[src/rtl/uipi_pkg.sv]
package uipi_pkg;
  localparam int unsigned LINE_W = 128;
  localparam int unsigned PEND_W = 64;

  typedef enum logic [1:0] {
    FLT_NONE = 2'd0,
    FLT_UD   = 2'd1,
    FLT_GP   = 2'd2
  } flt_e;

  typedef enum logic [2:0] {
    ST_IDLE, ST_ENT, ST_DESC, ST_WB, ST_IPI, ST_END
  } st_e;

  typedef struct packed {
    logic [63:0] daddr;
    logic [47:0] rsv_hi;
    logic [1:0]  uv_hi;
    logic [5:0]  uv;
    logic [6:0]  rsv_lo;
    logic        vld;
  } entry_t;

  typedef struct packed {
    logic [63:0] pend;
    logic [31:0] dest;
    logic [7:0]  rsv_hi;
    logic [7:0]  nv;
    logic [13:0] rsv_lo;
    logic        sn;
    logic        on;
  } desc_t;
endpackage

[src/rtl/uipi_entry_chk.sv]
module uipi_entry_chk
  import uipi_pkg::*;
(
  input  logic [LINE_W-1:0] ent_i,
  output logic              ok_o,
  output logic [63:0]       daddr_o,
  output logic [5:0]        uv_o
);
  entry_t e;
  logic   unused_bits;

  assign e           = entry_t'(ent_i);
  assign ok_o        = e.vld && (e.rsv_lo == '0);
  assign daddr_o     = e.daddr;
  assign uv_o        = e.uv;
  assign unused_bits = ^{e.rsv_hi, e.uv_hi};
endmodule

[src/rtl/uipi_desc_upd.sv]
module uipi_desc_upd
  import uipi_pkg::*;
#(
  parameter int unsigned NPEND = PEND_W,
  localparam int unsigned UV_W = $clog2(NPEND)
) (
  input  logic [LINE_W-1:0] desc_i,
  input  logic [UV_W-1:0]   uv_i,
  output logic              rsv_bad_o,
  output logic              notify_o,
  output logic [LINE_W-1:0] desc_o
);
  desc_t d_in, d_out;
  logic [NPEND-1:0] pend_new;

  assign d_in = desc_t'(desc_i);

  for (genvar g = 0; g < NPEND; g++) begin : g_pend
    assign pend_new[g] = d_in.pend[g] | (uv_i == UV_W'(g));
  end

  assign rsv_bad_o = (d_in.rsv_lo != '0) || (d_in.rsv_hi != '0);
  assign notify_o  = !d_in.sn && !d_in.on;

  always_comb begin
    d_out      = d_in;
    d_out.pend = pend_new;
    d_out.on   = d_in.on | notify_o;
  end

  assign desc_o = d_out;
endmodule

[src/rtl/uipi_ipi_fmt.sv]
module uipi_ipi_fmt
  import uipi_pkg::*;
(
  input  logic [LINE_W-1:0] desc_i,
  input  logic              x2_i,
  output logic [7:0]        vec_o,
  output logic [31:0]       dest_o
);
  desc_t d;
  assign d      = desc_t'(desc_i);
  assign vec_o  = d.nv;
  // legacy mode: 8-bit id sits in bits 15:8 of the destination field
  assign dest_o = x2_i ? d.dest : {24'd0, d.dest[15:8]};
endmodule

[src/rtl/uipi_sender.sv]
module uipi_sender
  import uipi_pkg::*;
#(
  parameter int unsigned IDX_W = 16,
  parameter int unsigned AW    = 64
) (
  input  logic              clk_i,
  input  logic              rst_ni,
  input  logic              cmd_valid_i,
  output logic              cmd_ready_o,
  input  logic [IDX_W-1:0]  cmd_idx_i,
  output logic              busy_o,
  output logic              done_o,
  output logic              fault_o,
  output logic [1:0]        fault_code_o,
  input  logic              uint_en_i,
  input  logic              tt_en_i,
  input  logic              long_mode_i,
  input  logic              enclave_i,
  input  logic              x2apic_i,
  input  logic [AW-1:0]     tt_base_i,
  input  logic [IDX_W-1:0]  tt_size_i,
  output logic              mem_req_o,
  output logic              mem_we_o,
  output logic              mem_lock_o,
  output logic              mem_sup_o,
  output logic [AW-1:0]     mem_addr_o,
  output logic [LINE_W-1:0] mem_wdata_o,
  input  logic              mem_ack_i,
  input  logic [LINE_W-1:0] mem_rdata_i,
  output logic              ipi_valid_o,
  input  logic              ipi_ready_i,
  output logic [7:0]        ipi_vector_o,
  output logic [31:0]       ipi_dest_o
);
  localparam int unsigned ENT_SHIFT = $clog2(LINE_W / 8);
  localparam int unsigned UV_W      = $clog2(PEND_W);

  st_e               st_q;
  flt_e              flt_q;
  logic [IDX_W-1:0]  idx_q;
  logic [AW-1:0]     base_q, daddr_q, ent_addr;
  logic [UV_W-1:0]   uv_q;
  logic [LINE_W-1:0] desc_q, desc_new;
  logic              x2_q, notify_q;
  logic              acc, ud_fail, idx_fail;
  logic              ent_ok, rsv_bad, notify;
  logic [63:0]       ent_daddr;
  logic [5:0]        ent_uv;

  assign acc      = cmd_valid_i && (st_q == ST_IDLE);
  assign ud_fail  = !(uint_en_i && tt_en_i && long_mode_i && !enclave_i);
  assign idx_fail = cmd_idx_i > tt_size_i;
  assign ent_addr = base_q + (AW'(idx_q) << ENT_SHIFT);

  uipi_entry_chk u_ent (
    .ent_i   (mem_rdata_i),
    .ok_o    (ent_ok),
    .daddr_o (ent_daddr),
    .uv_o    (ent_uv)
  );

  uipi_desc_upd #(.NPEND(PEND_W)) u_upd (
    .desc_i    (mem_rdata_i),
    .uv_i      (uv_q),
    .rsv_bad_o (rsv_bad),
    .notify_o  (notify),
    .desc_o    (desc_new)
  );

  uipi_ipi_fmt u_fmt (
    .desc_i (desc_q),
    .x2_i   (x2_q),
    .vec_o  (ipi_vector_o),
    .dest_o (ipi_dest_o)
  );

  always_ff @(posedge clk_i or negedge rst_ni) begin
    if (!rst_ni) begin
      st_q     <= ST_IDLE;
      flt_q    <= FLT_NONE;
      idx_q    <= '0;
      base_q   <= '0;
      daddr_q  <= '0;
      uv_q     <= '0;
      desc_q   <= '0;
      x2_q     <= 1'b0;
      notify_q <= 1'b0;
    end else begin
      unique case (st_q)
        ST_IDLE: if (acc) begin
          idx_q  <= cmd_idx_i;
          base_q <= tt_base_i;
          x2_q   <= x2apic_i;
          if (ud_fail) begin
            flt_q <= FLT_UD;
            st_q  <= ST_END;
          end else if (idx_fail) begin
            flt_q <= FLT_GP;
            st_q  <= ST_END;
          end else begin
            flt_q <= FLT_NONE;
            st_q  <= ST_ENT;
          end
        end
        ST_ENT: if (mem_ack_i) begin
          if (!ent_ok) begin
            flt_q <= FLT_GP;
            st_q  <= ST_END;
          end else begin
            daddr_q <= AW'(ent_daddr);
            uv_q    <= UV_W'(ent_uv);
            st_q    <= ST_DESC;
          end
        end
        ST_DESC: if (mem_ack_i) begin
          if (rsv_bad) begin
            flt_q <= FLT_GP;
            st_q  <= ST_END;
          end else begin
            desc_q   <= desc_new;
            notify_q <= notify;
            st_q     <= ST_WB;
          end
        end
        ST_WB:  if (mem_ack_i) st_q <= notify_q ? ST_IPI : ST_END;
        ST_IPI: if (ipi_ready_i) st_q <= ST_END;
        ST_END: st_q <= ST_IDLE;
        default: st_q <= ST_IDLE;
      endcase
    end
  end

  assign cmd_ready_o  = (st_q == ST_IDLE);
  assign busy_o       = (st_q != ST_IDLE);
  assign done_o       = (st_q == ST_END) && (flt_q == FLT_NONE);
  assign fault_o      = (st_q == ST_END) && (flt_q != FLT_NONE);
  assign fault_code_o = fault_o ? flt_q : FLT_NONE;

  assign mem_req_o    = (st_q == ST_ENT) || (st_q == ST_DESC) || (st_q == ST_WB);
  assign mem_we_o     = (st_q == ST_WB);
  assign mem_lock_o   = (st_q == ST_DESC) || (st_q == ST_WB);
  assign mem_sup_o    = mem_req_o;
  assign mem_addr_o   = (st_q == ST_ENT) ? ent_addr : daddr_q;
  assign mem_wdata_o  = desc_q;
  assign ipi_valid_o  = (st_q == ST_IPI);


  ud_no_access_chk: assert property (@(posedge clk_i) disable iff (!rst_ni)
    (acc && ud_fail) |=> (fault_o && fault_code_o == FLT_UD && !mem_req_o));


  wr_locked_chk: assert property (@(posedge clk_i) disable iff (!rst_ni)
    (mem_req_o && mem_we_o) |-> mem_lock_o);


  lock_with_req_chk: assert property (@(posedge clk_i) disable iff (!rst_ni)
    mem_lock_o |-> mem_req_o);


  req_hold_chk: assert property (@(posedge clk_i) disable iff (!rst_ni)
    (mem_req_o && !mem_ack_i) |=> (mem_req_o && $stable(mem_addr_o) && $stable(mem_we_o)));


  ipi_hold_chk: assert property (@(posedge clk_i) disable iff (!rst_ni)
    (ipi_valid_o && !ipi_ready_i) |=> (ipi_valid_o && $stable(ipi_dest_o) && $stable(ipi_vector_o)));


  one_pulse_chk: assert property (@(posedge clk_i) disable iff (!rst_ni)
    (done_o || fault_o) |=> (!busy_o && !done_o && !fault_o));
endmodule

[config.mk]
export PLATFORM = sky130hd
export DESIGN_NAME = uipi_sender
export DESIGN_NICKNAME = d
export VERILOG_FILES = /design/src/rtl/uipi_pkg.sv /design/src/rtl/uipi_entry_chk.sv /design/src/rtl/uipi_desc_upd.sv /design/src/rtl/uipi_ipi_fmt.sv /design/src/rtl/uipi_sender.sv
export SDC_FILE = /design/constraint.sdc
export NUM_CORES = 1
export LEC_CHECK = 0
export ABC_AREA = 1
export BUFFER_PORTS_ARGS = -buffer_cell sky130_fd_sc_hd__buf_2
export CAP_MARGIN = 10
export CORE_AREA = 2 2 186 188
export DETAILED_ROUTE_END_ITERATION = 16
export DIE_AREA = 0 0 188 190
export GPL_ROUTABILITY_DRIVEN = 0
export PLACE_DENSITY_LB_ADDON = 0.15
export SYNTH_ARGS = -nofsm -noshare
export SYNTH_HDL_FRONTEND = slang
export SYNTH_SLANG_ARGS = --single-unit
[constraint.sdc]
create_clock -name clk_i -period 4.7 [get_ports clk_i]
set_input_delay 0.705 -clock clk_i [delete_from_list [all_inputs] [get_ports clk_i]]
set_output_delay 0.705 -clock clk_i [all_outputs]
set_load 0.02 [all_outputs]
==> results of run 1 <==
sequential cells by signal (all words and copies together) (netlist names):
signal	flops
flt_q	2
base_q	64
notify_q	1
x2_q	1
uv_q	6
daddr_q	64
st_q	3
mem_wdata_o	128
idx_q	16
worst max-delay path, stage by stage (launching register included):
cell,delay [ns]
dfrtp_1,0.35
ha_1,0.20
inv_1,0.07
fa_1,0.42
nor2_1,0.13
nor2_1,0.09
inv_2,0.09
a21oi_2,0.07
o21ai_1,0.50
xor2_1,0.27
o21ai_1,0.09
buf_2,0.19
where the power goes:
| part | internal [W] | switching, W | total, W |
|---|---|---|---|
| Sequential | 0.00284 | 0.000412 | 0.00325 |
| Clock | 0.00175 | 0.00111 | 0.00286 |
| Combinational | 0.00151 | 0.00323 | 0.00473 |
final cells by class:
cell class / count / share of cell area [%]
Clock inverter: 17 / 1.30
Tap cell: 455 / 2.92
Timing Repair Buffer: 488 / 12.8
Inverter: 276 / 5.32
Multi-Input combinational cell: 1490 / 36.1
Clock buffer: 44 / 4.97
Antenna cell: 6 / 0.0769
Sequential cell: 285 / 36.6
placed cells by master, fill, tap and decap left out, types with 2 or more instances in the layout:
cell type and instances:
nand2_1 802, ha_1 32, nand4_1 21, inv_1 273, clkbuf_1 3, nor3_1 30, dfrtp_1 285, diode_2 6
xor2_1 9, nand3b_1 8, mux2_2 59, clkinv_2 9, nand3_2 2, buf_4 11, a21oi_1 60, bufinv_16 5
and2_1 2, nor2_1 183, nand3_4 2, o21ai_1 3, xnor2_1 10, nor3_2 2, o21bai_1 2, nand3_1 92
clkbuf_8 6, o21ai_0 160, or2_2 4, buf_2 475, inv_2 2, clkbuf_16 35
synth_stat cells, types with 4 or more instances:
cell | instances | area, µm²
nand2_1 | 803 | 3010
dfrtp_1 | 285 | 7130
inv_1 | 273 | 1020
nor2_1 | 183 | 687
o21ai_0 | 160 | 801
nand3_1 | 93 | 465
a21oi_1 | 60 | 300
mux2_2 | 59 | 664
clkbuf_1 | 34 | 128
ha_1 | 32 | 400
nor3_1 | 30 | 150
buf_2 | 21 | 105
nand4_1 | 21 | 131
buf_4 | 11 | 82.6
xnor2_1 | 10 | 87.6
buf_6 | 9 | 101
xor2_1 | 9 | 78.8
nand3b_1 | 8 | 60.1
buf_1 | 7 | 26.3
or2_2 | 4 | 25.0
path summary, 6_finish.rpt:
| check | start | to | slack [ns] | cells after the start |
|---|---|---|---|---|
| max reg2reg | st_q[0] | mem_wdata_o[86] | 1.91 | 8 |
| min | rst_ni | base_q[12] | 0.16 | 1 |
| max | idx_q[0] | mem_addr_o[20] | 1.0 | 11 |
| min reg2reg | mem_wdata_o[113] | mem_wdata_o[113] | 0.47 | 2 |
| max in group asynchronous | rst_ni | daddr_q[62] | 3.50 | 2 |
| min in group clk_i | mem_rdata_i[36] | mem_wdata_o[36] | 0.36 | 3 |
cells by family (layout without fill, tap and decap cells):
group,after synthesis,after routing
muxes,59,59
adders and majority gates,33,33
xor gates and xnor gates,19,19
and+or+nand+nor,1150,1150
DFF,285,285
AOI/OAI and AO/OA,229,229
buffers and inverters,358,825
other,0,6
routing by layer:
layer | vias up | part of all wire [%] | track usage [%]
li1 | 7520 | - | -
met1 | 7231 | 40 | 39.1
met2 | 706 | 46 | 49.9
met3 | 169 | 7.7 | 5.94
met4 | 4 | 5.8 | 16.7
met5 | - | 0.053 | 0
through the flow:
step | hold WS [ns] | util, % | setup WS, ns | area, µm² | cells
final | 0.164 | 57.5 | 0.995 | 19500 | 3061
after global routing | 0.235 | 57.5 | 0.781 | 19500 | 3060
after CTS | 0.235 | 57.4 | 1.03 | 19500 | 3055
after detailed placement | 0.460 | 53.8 | 1.45 | 18300 | 2994
after global placement | 0.458 | 53.8 | 1.48 | 18300 | 2994
after floorplan | 0.409 | - | 1.96 | 15600 | 2133
==> metrics, run 1 <==
Design Power=0.0108 W; Max Cap Violations=0; CTS Buffer Depth=3; die area=35700 µm²; drt first pass iters=6; Final TNS setup=0 ns; XOR/XNOR Fraction of Synth Area=1.07%; Num CTS Buffers=35; Clock Skew=0.00920 ns; via count=15600; Max VDD drop=0.347 mV; io pins=around 480; vias per inst=5.11; Post-synth ARST share=100%; setup bufs post-CTS=0; die width=about 190 µm; Cells after Synth=2133; post-synthesis compound-gate area fraction=under 10%; Max Slew Vio Count=0; Highest Clock Rate=270 MHz; Antenna Nets Post-Route=0; vias in the first global route=~15000; core area=33900 µm²; Layout Nets=2843; Slew HR=approximately a third; Global Route Usage Sum=30.8%; drt initial violations=1223; slew at the pin closest to its max-slew limit=0.984 ns; Netlist cell types=32; Crit Path Max Fanout=5; CTS clk-pin slew, worst paths=about 0.060 ns; synthesized flop and latch total=~290; critical path capture point type=output port; mux share of post-synthesis cell area=4.25%; RSZ-0062 raised after global routing=no; syn_area_per_cell=7.33 µm²; total detailed-routing wirelength=56200 µm; pwr/cell area=556 nW/µm²; Synth Area in Adders=2.69%; Hold Buf Count CTS=0; initial core utilization=46.0%; latest clock arrival within the worst-skew pair=around 0.53 ns; initial antenna violation count=7; run status=completed; CTS H-tree depth=2; FF/Latch Area=7130 µm²; worst hold path class=in2async; Static Leak=11.4 nW; DR WL/cell=18.4 µm; Post-CTS Resized=0; first-pass GRT wire length=84700 µm; DRC Markers=0; Post-Syn Area=15600 µm²; clock root cell=clkbuf_16; area of the multi-input gates=between 7000 and 8000 µm²; # port buffers=476; Synth Flop Type=dfrtp_1; largest net degree at the start of global routing=approximately 100; Tmin final=around 3.7 ns; Layout area overhead=24.9%; final setup vio count=0; post-synthesis sequential area ratio=45.6%; DPL Wire Length=43500 µm; WP data arrival=approximately 3.0 ns; largest family of logic cells by synthesized area=simple AND/OR/NAND/NOR gates; layout cell share with drive strength beyond 1=23.8%; Post-synth EDFFs=0; post-synthesis simple-gate area fraction=29.5%; Final Cycle Share=between 70% and 80%; synthesized net count=2400; Critical Path RT=3.99 ns; Critical Setup Path Class=reg2out; Fin. Hold Viols=0; fillcell total=3316; Synth warnings=0; Die Y=190 µm; std cell rows=between 60 and 70; CTS tree=built; Sink Count=roughly 290; Worst Setup Start Kind=register; grt ovf=0
Power figures use the tool's default switching activity.
==> run 2, diff against run 1 <==
--- a/config.mk
+++ b/config.mk
@@ -8,9 +8,9 @@
 export ABC_AREA = 1
 export BUFFER_PORTS_ARGS = -buffer_cell sky130_fd_sc_hd__buf_2
 export CAP_MARGIN = 10
-export CORE_AREA = 2 2 186 188
+export CORE_AREA = 2 2 187 189
 export DETAILED_ROUTE_END_ITERATION = 16
-export DIE_AREA = 0 0 188 190
+export DIE_AREA = 0 0 189 191
 export GPL_ROUTABILITY_DRIVEN = 0
 export PLACE_DENSITY_LB_ADDON = 0.15
 export SYNTH_ARGS = -nofsm -noshare
==> constraint.sdc (replaced) <==
create_clock -name clk_i -period 3.9 [get_ports clk_i]
set_input_delay 0.585 -clock clk_i [delete_from_list [all_inputs] [get_ports clk_i]]
set_output_delay 0.585 -clock clk_i [all_outputs]
set_load 0.02 [all_outputs]
==> run 2 against run 1 <==
Net effect: power rose by 18%; clock-buffer cell count increased by 4; routed wire length rose by 0.40%; first-iteration DRC count down 3.0%; combinational power is 21% higher; critical path type unchanged.
==> metrics, run 2 (synthesized netlist as in run 1, its figures left out) <==
worst setup margin=around 0.34 ns; Clock Skew=0.0102 ns; # port buffers=476; Fin. Hold Viols=0; DR WL met2=26800 µm; Final TNS setup=0 ns; commonest non-fill, non-tap cell in the layout=nand2_1; Hold Buf Count CTS=0; Worst path slowest cell=ha_1; wl on met1=22900 µm; layout cell share with drive strength beyond 1=about a quarter; DPL Wire Length=44400 µm; Worst Path Buf+Inv=2; core area=roughly 34000 µm²; Antenna Nets Post-Route=0; Place WS=0.944 ns; CTS Buffer Depth=3; Critical Setup Path Class=reg2out; Sink Count=about 290; Global Route Usage Sum=30.6%; DR WL/cell=18.5 µm; Critical Path RT=approximately 3.3 ns; die area=36100 µm²; Worst Setup Start Kind=register; CTS tree=built; latest clock arrival within the worst-skew pair=0.53 ns; Max VDD drop=0.481 mV; Num CTS Buffers=34; Post-CTS Resized=0; worst hold path class=in2async; CTS H-tree depth=2; Worst path most repeated cell=nand2_1; most frequent cells in the layout=nand2_1, buf_2, dfrtp_1, inv_1, nor2_1; Static Leak=around 11 nW; initial antenna violation count=4; Highest Clock Rate=281 MHz; Crit Path Max Fanout=7; std cell rows=68; vias per inst=slightly above 5; Crit path max-delay family=simple AND/OR/NAND/NOR gates; worst path cell trace=ha_1 > a21oi_1 > o21ai_0 > inv_1 > nand2_1 > nand2_1 > nand3_1 > nand2_1 > nand2_1 > nand2_1 > nand2_1 > nand2_1 > buf_2; Max Used Layer=met5; io pins=about 480; Final Cycle Share=91.4%; DRC Markers=0; Layout Nets=2842; initial core utilization=45.8%; Die Y=191 µm; Tmin final=3.56 ns; largest net degree at the start of global routing=108; die width=about 190 µm; WP data arrival=2.98 ns; drt initial violations=1186; via count=roughly 16000; RSZ-0062 raised after global routing=no; run status=completed; pwr/cell area=660 nW/µm²; clock root cell=clkbuf_16; setup bufs post-CTS=0; Slew HR=39.0%; drt first pass iters=6; final setup vio count=0; CTS clk-pin slew, worst paths=~0.060 ns; grt ovf=0; critical path capture point type=output port; vias in the first global route=15100; slew at the pin closest to its max-slew limit=0.915 ns; Util after Layout=57.0%; total detailed-routing wirelength=56500 µm; Worst path max stage delay=0.39 ns; Max Slew Vio Count=0; Max Cap Violations=0; Layout area overhead=24.6%; first-pass GRT wire length=84800 µm; met3 wire length=~4000 µm; Largest register FFs=128
## run 2: changes by cell type in the layout (fill, tap and decap cells not counted), sizes merged
cell      before  now
clkbuf        44   48
diode          6    3
clkinvlp       1    2
bufinv         5    2
clkinv        11    6
## run 2: path summary, 6_finish.rpt
path,startpoint,slack [ns],cells past startpoint,end
hold / removal,rst_ni,0.10,1,base_q[7]
hold reg to reg,mem_wdata_o[98],0.47,2,mem_wdata_o[98]
max in group asynchronous,rst_ni,2.85,2,mem_wdata_o[14]
setup / recovery,idx_q[9],0.34,13,mem_addr_o[56]
setup reg to reg,st_q[2],1.05,7,daddr_q[26]
min in group clk_i,mem_rdata_i[33],0.25,3,mem_wdata_o[33]
## run 2: where the power goes
part | internal [W] | switching (W)
clock network | 0.00188 | 0.00129
logic | 0.00185 | 0.00388
registers | 0.00342 | 0.000530
total | 0.00715 | 0.00569
## run 2: cell type report
class,instances,area (µm²)
Sequential cell,285,7130
Clock inverter,10,135
Inverter,276,1040
Timing Repair Buffer,488,2560
Multi-Input combinational cell,1490,7040
Tap cell,455,569
Fill cell,3339,14700
Antenna cell,3,7.51
Clock buffer,48,973
## run 2: through the flow
step           area, µm²  total power (W)  instances  hold WS, ns
3_3_place_gp       18300          0.00952       2993        0.459
4_1_cts            19400           0.0128       3051        0.160
3_5_place_dp       18300          0.00956       2993        0.460
5_1_grt            19500           0.0136       3054        0.154
6_report           19500           0.0128       3055        0.101
2_1_floorplan      15600          0.00755       2133        0.289
## run 2: per-layer routing
layer | up-vias | GRT usage, %
met3 | 138 | 5.87
met4 | 4 | 14.2
li1 | 7524 | -
met5 | - | 0
met1 | 7234 | 38.7
met2 | 692 | 51.0
